**src/rtl/ccu_pkg.sv**
```systemverilog
package ccu_pkg;

  typedef enum logic [2:0] {
    OM_BIT     = 3'd0,
    OM_SET     = 3'd1,
    OM_TGL_RST = 3'd2,
    OM_SET_RST = 3'd3,
    OM_TGL     = 3'd4,
    OM_RST     = 3'd5,
    OM_TGL_SET = 3'd6,
    OM_RST_SET = 3'd7
  } out_mode_e;

  typedef enum logic [1:0] {
    ACT_HOLD = 2'd0,
    ACT_SET  = 2'd1,
    ACT_CLR  = 2'd2,
    ACT_TGL  = 2'd3
  } pin_act_e;

  // Action taken on the channel equality event
  function automatic pin_act_e chan_action(out_mode_e m);
    case (m)
      OM_SET, OM_SET_RST:             chan_action = ACT_SET;
      OM_TGL_RST, OM_TGL, OM_TGL_SET: chan_action = ACT_TGL;
      OM_RST, OM_RST_SET:             chan_action = ACT_CLR;
      default:                        chan_action = ACT_HOLD;
    endcase
  endfunction

  // Action taken on the period-match event
  function automatic pin_act_e period_action(out_mode_e m);
    case (m)
      OM_TGL_RST, OM_SET_RST: period_action = ACT_CLR;
      OM_TGL_SET, OM_RST_SET: period_action = ACT_SET;
      default:                period_action = ACT_HOLD;
    endcase
  endfunction

  function automatic logic apply_action(pin_act_e a, logic cur);
    case (a)
      ACT_SET: apply_action = 1'b1;
      ACT_CLR: apply_action = 1'b0;
      ACT_TGL: apply_action = ~cur;
      default: apply_action = cur;
    endcase
  endfunction

endpackage

```
**src/rtl/ccu_insync.sv**
```systemverilog
module ccu_insync #(
  parameter int STAGES = 2
) (
  input  logic clk,
  input  logic rst_n,
  input  logic din,
  output logic level,
  output logic rise,
  output logic fall
);

  logic [STAGES-1:0] chain_q, chain_d;
  logic              prev_q;

  generate
    if (STAGES == 1) begin : g_one
      assign chain_d = din;
    end else begin : g_many
      assign chain_d = {chain_q[STAGES-2:0], din};
    end
  endgenerate

  always_ff @(posedge clk or negedge rst_n) begin
    if (!rst_n) begin
      chain_q <= '0;
      prev_q  <= 1'b0;
    end else begin
      chain_q <= chain_d;
      prev_q  <= chain_q[STAGES-1];
    end
  end

  assign level = chain_q[STAGES-1];
  assign rise  = level & ~prev_q;
  assign fall  = ~level & prev_q;

endmodule

```
**src/rtl/ccu_capcmp.sv**
```systemverilog
module ccu_capcmp #(
  parameter int CNT_W = 16
) (
  input  logic             clk,
  input  logic             rst_n,
  input  logic [CNT_W-1:0] count,
  input  logic             cap_mode,
  input  logic             cap_ev,
  input  logic             sel_lvl,
  input  logic             wr_en,
  input  logic [CNT_W-1:0] wr_data,
  input  logic             flag_clr,
  input  logic             ovf_clr,
  output logic [CNT_W-1:0] ccr,
  output logic             flag,
  output logic             ovf,
  output logic             scci,
  output logic             eq
);

  logic [CNT_W-1:0] ccr_q, ccr_d;
  logic             flag_q, flag_d;
  logic             ovf_q, ovf_d;
  logic             scci_q, scci_d;
  logic             match;
  logic             capture;

  assign match   = ~cap_mode & (count == ccr_q);
  assign capture = cap_mode & cap_ev;

  always_comb begin
    ccr_d  = ccr_q;
    flag_d = flag_q;
    ovf_d  = ovf_q;
    scci_d = scci_q;
    if (wr_en)
      ccr_d = wr_data;
    else if (capture)
      ccr_d = count;
    if (capture || match)
      flag_d = 1'b1;
    else if (flag_clr)
      flag_d = 1'b0;
    if (capture && flag_q && !flag_clr)
      ovf_d = 1'b1;
    else if (ovf_clr)
      ovf_d = 1'b0;
    if (match)
      scci_d = sel_lvl;
  end

  always_ff @(posedge clk or negedge rst_n) begin
    if (!rst_n) begin
      ccr_q  <= '0;
      flag_q <= 1'b0;
      ovf_q  <= 1'b0;
      scci_q <= 1'b0;
    end else begin
      ccr_q  <= ccr_d;
      flag_q <= flag_d;
      ovf_q  <= ovf_d;
      scci_q <= scci_d;
    end
  end

  assign ccr  = ccr_q;
  assign flag = flag_q;
  assign ovf  = ovf_q;
  assign scci = scci_q;
  assign eq   = match;

endmodule

```
**src/rtl/ccu_outgen.sv**
```systemverilog
module ccu_outgen
  import ccu_pkg::*;
(
  input  logic       clk,
  input  logic       rst_n,
  input  logic [2:0] mode,
  input  logic       out_bit,
  input  logic       ch_eq,
  input  logic       per_eq,
  output logic       pin
);

  logic      pin_q, pin_d, after_ch;
  out_mode_e m;

  assign m = out_mode_e'(mode);

  always_comb begin
    after_ch = ch_eq ? apply_action(chan_action(m), pin_q) : pin_q;
    if (m == OM_BIT)
      pin_d = out_bit;
    else if (per_eq)
      pin_d = apply_action(period_action(m), after_ch);
    else
      pin_d = after_ch;
  end

  always_ff @(posedge clk or negedge rst_n) begin
    if (!rst_n) pin_q <= 1'b0;
    else        pin_q <= pin_d;
  end

  assign pin = pin_q;

endmodule

```
**src/rtl/ccu_channel.sv**
```systemverilog
module ccu_channel #(
  parameter int CNT_W  = 16,
  parameter int SYNC_N = 2
) (
  input  logic             clk,
  input  logic             rst_n,
  input  logic [CNT_W-1:0] count,
  input  logic             period_eq,
  input  logic             trig_a,
  input  logic             trig_b,
  input  logic             cap_mode,
  input  logic             trig_sel,
  input  logic [1:0]       edge_sel,
  input  logic [2:0]       out_mode,
  input  logic             out_bit,
  input  logic             wr_en,
  input  logic [CNT_W-1:0] wr_data,
  input  logic             flag_clr,
  input  logic             ovf_clr,
  output logic [CNT_W-1:0] ccr,
  output logic             flag,
  output logic             ovf,
  output logic             cci,
  output logic             scci,
  output logic             eq,
  output logic             pwm_out
);

  localparam int NSRC = 2;

  logic [1:0]      rst_pipe;
  logic            srst_n;
  logic [NSRC-1:0] src_raw, src_lvl, src_rise, src_fall;
  logic            sel_rise, sel_fall, cap_ev;

  // Reset: asserted at once, released after two edges
  always_ff @(posedge clk or negedge rst_n) begin
    if (!rst_n) rst_pipe <= 2'b00;
    else        rst_pipe <= {rst_pipe[0], 1'b1};
  end
  assign srst_n = rst_pipe[1];

  assign src_raw = {trig_b, trig_a};

  generate
    for (genvar i = 0; i < NSRC; i++) begin : g_src
      ccu_insync #(.STAGES(SYNC_N)) u_sync (
        .clk   (clk),
        .rst_n (srst_n),
        .din   (src_raw[i]),
        .level (src_lvl[i]),
        .rise  (src_rise[i]),
        .fall  (src_fall[i])
      );
    end
  endgenerate

  assign cci      = src_lvl[trig_sel];
  assign sel_rise = src_rise[trig_sel];
  assign sel_fall = src_fall[trig_sel];
  assign cap_ev   = (edge_sel[0] & sel_rise) | (edge_sel[1] & sel_fall);

  ccu_capcmp #(.CNT_W(CNT_W)) u_capcmp (
    .clk      (clk),
    .rst_n    (srst_n),
    .count    (count),
    .cap_mode (cap_mode),
    .cap_ev   (cap_ev),
    .sel_lvl  (cci),
    .wr_en    (wr_en),
    .wr_data  (wr_data),
    .flag_clr (flag_clr),
    .ovf_clr  (ovf_clr),
    .ccr      (ccr),
    .flag     (flag),
    .ovf      (ovf),
    .scci     (scci),
    .eq       (eq)
  );

  ccu_outgen u_outgen (
    .clk     (clk),
    .rst_n   (srst_n),
    .mode    (out_mode),
    .out_bit (out_bit),
    .ch_eq   (eq),
    .per_eq  (period_eq),
    .pin     (pwm_out)
  );

endmodule

```
**config.mk**
```make
export PLATFORM = sky130hd
export DESIGN_NAME = ccu_channel
export DESIGN_NICKNAME = d
export VERILOG_FILES = /design/src/rtl/ccu_pkg.sv /design/src/rtl/ccu_insync.sv /design/src/rtl/ccu_capcmp.sv /design/src/rtl/ccu_outgen.sv /design/src/rtl/ccu_channel.sv
export SDC_FILE = /design/constraint.sdc
export NUM_CORES = 1
export LEC_CHECK = 0
export BUFFER_PORTS_ARGS = -buffer_cell sky130_fd_sc_hd__buf_2
export CORE_ASPECT_RATIO = 1.2
export CORE_MARGIN = 2
export CORE_UTILIZATION = 30
export CTS_BUF_LIST = sky130_fd_sc_hd__clkbuf_8 sky130_fd_sc_hd__clkbuf_16
export CTS_CLUSTER_SIZE = 25
export DETAILED_ROUTE_END_ITERATION = 16
export PLACE_DENSITY = 0.61
export SLEW_MARGIN = 20
export SYNTH_ARGS = -nofsm -noshare
export SYNTH_HDL_FRONTEND = slang
export SYNTH_HIERARCHICAL = 1
export SYNTH_SLANG_ARGS = --single-unit
export TNS_END_PERCENT = 10
```
**constraint.sdc**
```tcl
create_clock -name clk -period 4 [get_ports clk]
set_input_delay 0.2 -clock clk [delete_from_list [all_inputs] [get_ports clk]]
set_output_delay 0.2 -clock clk [all_outputs]
set_load 0.05 [all_outputs]
```
==> impl_metrics.yaml, run 1 <==
outcome:
  status: "finished clean"
floorplanning:
  die_x_um: 66.34
  start_util_pct: 30.90
  die_height_um: 78.80
  core_area_mm2: 0.004527
  die_area_mm2: 0.005227
  io_pins: 70
  fp-row-count: 27
synth:
  synth_enable_flop_cells: 0
  syn_nets: 178
  syn_inst: 130
  synth_seq_cells: 28
  syn_area_mm2: 0.001399
  yosysTopAreaCell: "dfrtp_1"
  yosysWarningCount: 6
  synth_top_cells_by_count: "dfrtp_1 (28), nand2_1 (18), mux2i_1 (16), o21ai_0 (16), xor2_1 (12)"
  ys_seq_area_share_pct: 50.09
  synth_top_cell_area_share_pct: 50.09
  yosys-top-cells-area: "dfrtp_1 (50%), mux2i_1 (11%), xor2_1 (7.5%)"
  synth.most_common_cell: "dfrtp_1"
  synth_flop_cell: "dfrtp_1"
  syn_area_per_cell_um2: 10.76
  synth.distinct_cells: 29
  ys_async_sr_fraction_pct: 100.0
cells_and_area:
  area_growth_pct: 34.62
  stdcell_count: 258
  finalNetCount: 249
  drive_gt1_share_pct: 40.50
  n_antenna_cell: 0
  fin_util_pct: 41.60
worst_setup_path:
  crit_path_start_kind: "flip-flop"
  critPathSlowestCell: "or4_4"
  required_ps: 3800
  critPathArrivalTime_ps: 2130
  rrSetupSlack_ps: 1680
  cp_top_family: "simple AND/OR/NAND/NOR gates"
  path_buf_inv: 2
  slowest_delay_ps: 450
  rr_startpoint: "g_src[1].u_sync/chain_q[1]$_DFF_PN0_"
  critPathCaptureType: "output pin"
  critPathKind: "reg2out"
  crit_chain: "xor2_1 -> nor4_1 -> nand3_1 -> or4_4 -> inv_1 -> buf_2"
  crit_path_start: "u_capcmp/ccr[2]$_DFFE_PN0P_"
  critPathMaxFanout: 4
timing:
  fin_crit_ps: 2334
  min_period_over_period_pct: 58.36
  fmax_mhz: 428.4
  clock_skew_ps: 4.028
  hold_viol: 0
  max_slew_margin_pct: 32.76
  fin_setup_tns_ps: 0
  slew_violations: 0
  setup_viol: 0
  rsz0062_at_grt: "no"
  tightestPinTransition_ps: 1006
place:
  place_congestion: 0.6676
  hpwl_um: 2527
  post-place-cells: 253
  portBuffers: 69
power_and_ir_drop:
  pwr-share-clk_pct: 30.0
  p_sw_share_pct: 32.22
  comb_power_share_pct: 25.9
  p_leak_nw: 1.030
  power_density_mw_per_mm2: 397.3
  p_switching_mw: 0.2411
  total_power_mw: 0.7482
  pwr-share-seq_pct: 44.0
  intPower_mw: 0.5072
  max-vdd-ir-drop_mv: 0.1620
run:
  cap_violations: 0
global_route:
  track_usage_pct: 12.39
  grt-ovfl-total: 0
  grt_pass1_wl_um: 4905
  grt_pass1_vias: 1089
  antenna_found_initial: 0
  grt_max_degree: 33
clocking:
  clk_latency_ps: 270
  cts_inserted_buffers: 3
  cts_tree: "yes"
  htreeDepth: 1
  cts_resized: 0
  clk_path_buf_depth: 2
  cts_root_buffer: "clkbuf_8"
  clkSinkCount: 28
  clk_pin_slew_ps: 100
route:
  drc: 0
  vias_per_cell: 4.496
  wl_per_cell_um: 12.65
  wl_um: 3264
  firstDrtPassIters: 4
  drtIter0Drc: 31
  vias: 1160
  ant_nets: 0
min_path:
  min_path_type: "in2reg"
  worstHoldStart: "trig_a"
## logic make-up after synthesis
| kind of cell | count (synthesis) | share of synthesized area [%] |
|---|---|---|
| other | 1 | 0.2681 |
| buffers and inverters | 9 | 2.504 |
| xor gates and xnor gates | 16 | 10.02 |
| muxes | 20 | 14.94 |
| and+or+nand+nor | 34 | 13.33 |
| AOI/OAI and AO/OA | 22 | 8.856 |
| DFF | 28 | 50.09 |
## path summary, 6_finish.rpt
path,endpoint,cells after the start
min in group asynchronous,rst_pipe[1]$_DFF_PN0_,2
min reg2reg,u_capcmp/ccr[6]$_DFFE_PN0P_,0
max reg2reg,u_capcmp/ccr[0]$_DFFE_PN0P_,6
max,eq,6
max in group asynchronous,u_capcmp/ccr[7]$_DFFE_PN0P_,0
min,g_src[0].u_sync/chain_q[0]$_DFF_PN0_,1
## power groups by stage
stage	registers, mW	clock network [mW]	logic [mW]
floorplan	0.402	0	0.0616
global placement	0.335	0	0.194
detailed placement	0.336	0	0.195
CTS	0.330	0.232	0.196
global route	0.334	0.245	0.208
finish	0.330	0.225	0.194
## placed cells by master (no fill, tap or decap)
master          n
dfrtp_2         1
buf_2          69
a31oi_1         1
xnor2_1         4
bufinv_16       1
nor2b_1         2
inv_1           5
and2b_2         2
o211ai_1        1
xor2_1         12
dlygate4sd3_1   1
or4_4           1
a32oi_1         1
mux2_1          1
and2b_1         2
dfrtp_1        27
nor3b_1         1
nor4_1          2
nand2_1        18
o21ai_0        16
o22ai_1         2
mux2_2          2
nor4b_2         1
conb_1          1
mux2i_1        16
nor3_1          1
nand4_1         1
nand2b_1        1
nand3_1         2
mux2_4          1
a22o_1          1
clkbuf_8        3
## metal layers
metal,vias up,routed length (µm),GRT usage [%]
met3,2,238,1.841
met2,51,1569,21.80
li1,588,-,-
met1,519,1431,14.93
met5,-,0,0
met4,0,25,4.898
## state kept, by name (all words and copies together) (netlist names)
register              count
g_src.u_sync/chain_q      4
rst_pipe                  2
u_capcmp/scci             1
g_src.u_sync/prev_q       2
u_capcmp/flag             1
u_capcmp/ccr             16
u_outgen/pin              1
u_capcmp/ovf              1
## what timing repair did
item / in CTS / in global routing
endpoints found under the hold margin: 2 / 0
buffers inserted: 0 / 0
hold buffers: 1 / 0
## stage by stage
stage,area [µm²],hold slack [ps],worst slack (ps)
finish,1883,21.30,1666
global route,1883,7.806,1502
CTS,1882,11.74,1615
detailed placement,1800,-12.72,1666
global placement,1800,-14.53,1705
floorplan,1399,-95.59,1460
## area by class of cell
| cell class | instances | area [µm²] |
|---|---|---|
| fillers | 464 | 2644 |
| flip-flops and latches | 28 | 701.9 |
| multi-input cells | 93 | 663.1 |
| repair buffers | 70 | 355.3 |
| well taps | 58 | 72.57 |
| clock buffers | 3 | 41.29 |
| clock inverters | 1 | 30.03 |
| inverters | 5 | 18.77 |
Power figures use the tool's default switching activity.
==> inputs of run 2 (changes only) <==
PLACE_DENSITY = 0.64   (was 0.61)
clock period = 1.87 ns   (was 4 ns; I/O delays follow)
==> run 2 against run 1 <==
Net effect: the flow now finishes with violations (setup timing); sequential share of layout area shrank 2.8 points; global-route usage increased by 1.4 points; worst hold slack got worse by 1.6 ps; setup slack got worse by 1900 ps; combinational power up 150%; die area is the same; via count is 7.0% higher; first-iteration DRC count decreased by 29%; routed wire length rose by 4.6%; critical path type is now reg2reg; largest cell class unchanged; largest power group unchanged; highest routed layer unchanged.
==> impl_metrics.yaml, run 2 (synthesis results as in run 1) <==
timing:
  fmax_mhz: 470.4
  clock_skew_ps: 4.976
  rsz0062_at_grt: "yes"
  fin_crit_ps: 2126
  slew_violations: 0
  fin_setup_tns_ps: -602.6
  hold_viol: 0
  min_period_over_period_pct: 113.7
  setup_viol: 3
  timing.final.ws_setup_ps: -255.6
route:
  firstDrtPassIters: 4
  ant_nets: 0
  drc: 0
  vias_per_cell: 4.496
  wl_per_cell_um: 12.37
  drtIter0Drc: 22
  wl_um: 3415
  vias: 1241
outcome:
  violations: "setup timing"
  status: "finished, violations left"
place:
  place_congestion: 0.7654
  hpwl_um: 2665
  detailed_place.area_mm2: 0.001939
  portBuffers: 69
worst_setup_path:
  critPathSlowestCell: "or4_4"
  rrSetupSlack_ps: -260
  crit_path_start_kind: "flip-flop"
  reg2reg_to: "u_outgen/pin$_DFF_PN0_"
  rr_startpoint: "u_capcmp/ccr[0]$_DFFE_PN0P_"
  required_ps: 2020
  critPathMaxFanout: 4
  slowest_delay_ps: 450
  critPathCaptureType: "flip-flop"
  critPathKind: "reg2reg"
  r2r_cells: 8
  critPathArrivalTime_ps: 2280
  crit_chain: "xor2_1 -> nor4_2 -> nand3_1 -> or4_4 -> clkinvlp_4 -> and2b_1 -> a32oi_1 -> o211ai_1"
global_route:
  grt-ovfl-total: 0
  grt_pass1_wl_um: 5616
  antenna_found_initial: 0
  grt_max_degree: 33
  track_usage_pct: 13.83
  grt_pass1_vias: 1262
floorplanning:
  start_util_pct: 30.90
  fp-row-count: 27
  die_x_um: 66.34
  die_area_mm2: 0.005227
  core_area_mm2: 0.004527
  die_height_um: 78.80
  io_pins: 70
power_and_ir_drop:
  power_density_mw_per_mm2: 800.5
  p_leak_nw: 1.104
  max-vdd-ir-drop_mv: 0.4259
clocking:
  cts_setup_buffers: 0
  clk_pin_slew_ps: 100
  cts_inserted_buffers: 3
  clk_path_buf_depth: 2
  clk_latency_ps: 270
  cts_tree: "yes"
  clkSinkCount: 28
  cts_root_buffer: "clkbuf_8"
  htreeDepth: 1
min_path:
  holdPathStages: 3
  worstHoldStart: "wr_data[10]"
  min_to: "u_capcmp/ccr[10]$_DFFE_PN0P_"
  min_path_type: "in2reg"
cells_and_area:
  final_common_cell: "buf_2"
  largest_register_ffs: 16
  n_antenna_cell: 0
  drive_gt1_share_pct: 48.62
  final_area_mm2: 0.002062
  finalNetCount: 267
  final_cell_mix: "buf_2 (68), dfrtp_1 (20), nand2_1 (17)"
  area_growth_pct: 47.41
run:
  cap_violations: 0
## run 2: through the flow
| step | utilization [%] | instances | setup WS (ps) | hold WS (ps) | total power, mW |
|---|---|---|---|---|---|
| after floorplan | - | 130 | -425.6 | -202.1 | 0.9954 |
| after global placement | 42.84 | 268 | -234.6 | -119.1 | 1.175 |
| after detailed placement | 42.84 | 268 | -344.8 | -116.9 | 1.182 |
| after CTS | 45.49 | 276 | -294.0 | 11.55 | 1.676 |
| after global routing | 45.55 | 276 | -368.4 | 22.11 | 1.742 |
| final | 45.55 | 276 | -255.6 | 19.66 | 1.651 |
## run 2: where the power goes
group          switching [mW]  total (mW)  internal, mW
sequential             0.0378       0.696         0.658
clock                   0.189       0.475         0.286
combinational           0.295       0.479         0.184
total                   0.521        1.65          1.13
## run 2: worst max-delay path by stage
stage                             end  cells after the start                   startpoint  slack [ps]
2_1_floorplan  u_outgen/pin$_DFF_PN0_                      8  u_capcmp/ccr[0]$_DFFE_PN0P_        -430
3_3_place_gp   u_outgen/pin$_DFF_PN0_                      8  u_capcmp/ccr[0]$_DFFE_PN0P_        -230
3_5_place_dp   u_outgen/pin$_DFF_PN0_                      8  u_capcmp/ccr[0]$_DFFE_PN0P_        -340
4_1_cts        u_outgen/pin$_DFF_PN0_                      8  u_capcmp/ccr[0]$_DFFE_PN0P_        -290
5_1_grt        u_outgen/pin$_DFF_PN0_                      8  u_capcmp/ccr[0]$_DFFE_PN0P_        -370
6_report       u_outgen/pin$_DFF_PN0_                      8  u_capcmp/ccr[0]$_DFFE_PN0P_        -260
## run 2: repair_timing
item,4_1_cts,5_1_grt
hold buffers,4,0
pin swaps,0,0
gates resized for setup,2,5
hold endpoints to repair,5,0
endpoints found under the setup margin,3,12
## run 2: final cells by class
cell class / instances / area [µm²]
clock buffers: 3 / 41.29
clock inverters: 1 / 30.03
fillers: 466 / 2465
inverters: 5 / 22.52
multi-input cells: 93 / 671.9
flip-flops and latches: 28 / 710.7
well taps: 58 / 72.57
repair buffers: 88 / 513.0
## run 2: metal layers
metal / wire length [µm] / track usage [%] / vias up
li1: - / - / 624
met1: 1438 / 16.34 / 564
met2: 1663 / 25.00 / 51
met3: 291 / 2.833 / 2
met4: 21 / 3.673 / 0
met5: 0 / 0 / -
## run 2: critical path, delay by kind of cell, from the launching register on
kind	cells	cell delay [ps]
buffers and inverters	1	110
AOI/OAI and AO/OA	2	280
and+or+nand+nor	4	1050
xor gates and xnor gates	1	150
DFF	1	420
==> inputs of run 3 (changes only) <==
RECOVER_POWER = 25   (was unset)
==> run 3 against run 2 <==
Net effect: via count unchanged; final area hardly changed; the flow still finishes with violations (setup timing); non-clock buffer count stayed put; critical path type unchanged; critical endpoint unchanged; sequential cell count unchanged; worst hold slack about the same; highest routed layer unchanged; clock skew is essentially flat; die area is the same; maximum frequency stayed put; sequential share of layout area hardly changed.
==> impl_metrics.yaml, run 3 (synthesis results as in run 1) <==
outcome:
  status: "finished, violations left"
  violations: "setup timing"
clocking:
  cts_tree: "yes"
  cts_setup_buffers: 0
  cts_inserted_buffers: 3
  clk_latency_ps: 270
  htreeDepth: 1
  cts_root_buffer: "clkbuf_8"
  clkSinkCount: 28
  clk_path_buf_depth: 2
  clk_pin_slew_ps: 100
place:
  detailed_place.area_mm2: 0.001939
  hpwl_um: 2665
  place_ws_ps: -344.8
  portBuffers: 69
  place_congestion: 0.7654
  post-place-cells: 268
timing:
  fmax_mhz: 470.4
  min_period_over_period_pct: 113.7
  setup_viol: 3
  timing.final.ws_setup_ps: -255.6
  clock_skew_ps: 4.976
  hold_viol: 0
  slew_violations: 0
  fin_crit_ps: 2126
  rsz0062_at_grt: "yes"
worst_setup_path:
  critPathArrivalTime_ps: 2280
  critPathMaxFanout: 4
  crit_path_start_kind: "flip-flop"
  critPathKind: "reg2reg"
  crit_chain: "xor2_1 -> nor4_2 -> nand3_1 -> or4_4 -> clkinvlp_4 -> and2b_1 -> a32oi_1 -> o211ai_1"
  required_ps: 2020
  cp_top_family: "simple AND/OR/NAND/NOR gates"
  slowest_delay_ps: 450
  critPathSlowestCell: "or4_4"
  path_buf_inv: 1
  critPathCaptureType: "flip-flop"
floorplanning:
  start_util_pct: 30.90
  die_height_um: 78.80
  fp-row-count: 27
  io_pins: 70
  die_area_mm2: 0.005227
  die_x_um: 66.34
  core_area_mm2: 0.004527
global_route:
  grt_pass1_wl_um: 5616
  grt-ovfl-total: 0
  track_usage_pct: 13.83
  grt_pass1_vias: 1262
  antenna_found_initial: 0
  grt_max_degree: 33
route:
  firstDrtPassIters: 4
  vias_per_cell: 4.496
  ant_nets: 0
  vias: 1241
  drtIter0Drc: 22
  drc: 0
  wl_um: 3415
  wl_per_cell_um: 12.37
cells_and_area:
  final_cell_mix: "buf_2 (67), dfrtp_1 (20), nand2_1 (17)"
  area_growth_pct: 47.32
  finalNetCount: 267
  drive_gt1_share_pct: 48.17
  stdcell_count: 276
  fin_util_pct: 45.52
  n_antenna_cell: 0
  largest_register_ffs: 16
  final_common_cell: "buf_2"
  fillers: 467
  final_area_mm2: 0.002061
power_and_ir_drop:
  max-vdd-ir-drop_mv: 0.4259
  p_leak_nw: 1.101
  power_density_mw_per_mm2: 800.9
min_path:
  min_path_type: "in2reg"
run:
  cap_violations: 0
[run 3: cell count changes in the layout (fill, tap and decap cells not counted), sizes merged]
cell    previous run  this run
buf               84        83
clkbuf             3         4
[run 3: timing repair]
item                                   in CTS  in global routing
hold buffers                                4                  0
endpoints found under the hold margin       5                  0
resized for setup                           2                  5
setup endpoints to repair                   3                 12
pin swaps                                   0                  0
[run 3: through the flow]
step,total power [mW],TNS (ps),hold slack (ps)
final,1.650,-602.6,20.08
after global placement,1.175,-452.7,-119.1
after global routing,1.742,-909.2,22.11
after detailed placement,1.182,-653.2,-116.9
after CTS,1.676,-736.7,11.55
after floorplan,0.9954,-1418,-202.1
[run 3: report_power, final]
group	leakage, nW	internal, mW	switching (mW)
combinational	0.734	0.184	0.295
clock	0.0357	0.286	0.189
sequential	0.331	0.658	0.0378
total	1.10	1.13	0.521
[run 3: cell type report]
class | count | area (µm²) | share of cell area (%)
Timing Repair Buffer | 88 | 511.7 | 24.83
Clock inverter | 1 | 30.03 | 1.457
Multi-Input combinational cell | 93 | 671.9 | 32.60
Tap cell | 58 | 72.57 | 3.522
Sequential cell | 28 | 710.7 | 34.49
Inverter | 5 | 22.52 | 1.093
Clock buffer | 3 | 41.29 | 2.004
[run 3: worst register-to-register path: cells and delay by family, from the launching register on]
| kind | cells | cell delay [ps] |
|---|---|---|
| AND/OR/NAND/NOR | 4 | 1050 |
| flip-flops | 1 | 420 |
| AO/OA/AOI/OAI | 2 | 280 |
| XOR/XNOR | 1 | 150 |
| buffers and inverters | 1 | 110 |
[run 3: final timing paths]
check                           cells after the start                   startpoint  slack (ps)                      endpoint
worst max-delay path                                8  u_capcmp/ccr[0]$_DFFE_PN0P_        -260        u_outgen/pin$_DFF_PN0_
worst min-delay path                                3                  wr_data[10]          20  u_capcmp/ccr[10]$_DFFE_PN0P_
worst max register to register                      8  u_capcmp/ccr[0]$_DFFE_PN0P_        -260        u_outgen/pin$_DFF_PN0_
worst min register to register                      0        rst_pipe[1]$_DFF_PN0_         190   u_capcmp/ccr[9]$_DFFE_PN0P_
max in group asynchronous                           1        rst_pipe[1]$_DFF_PN0_        1070   u_capcmp/ccr[2]$_DFFE_PN0P_
min in group asynchronous                           2                        rst_n         110         rst_pipe[0]$_DFF_PN0_
[run 3: per-layer routing]
metal / part of all wire, % / global-route usage [%]
met5: 0 / 0
met4: 0.61 / 3.673
met3: 8.5 / 2.833
met2: 49 / 25.00
met1: 42 / 16.34
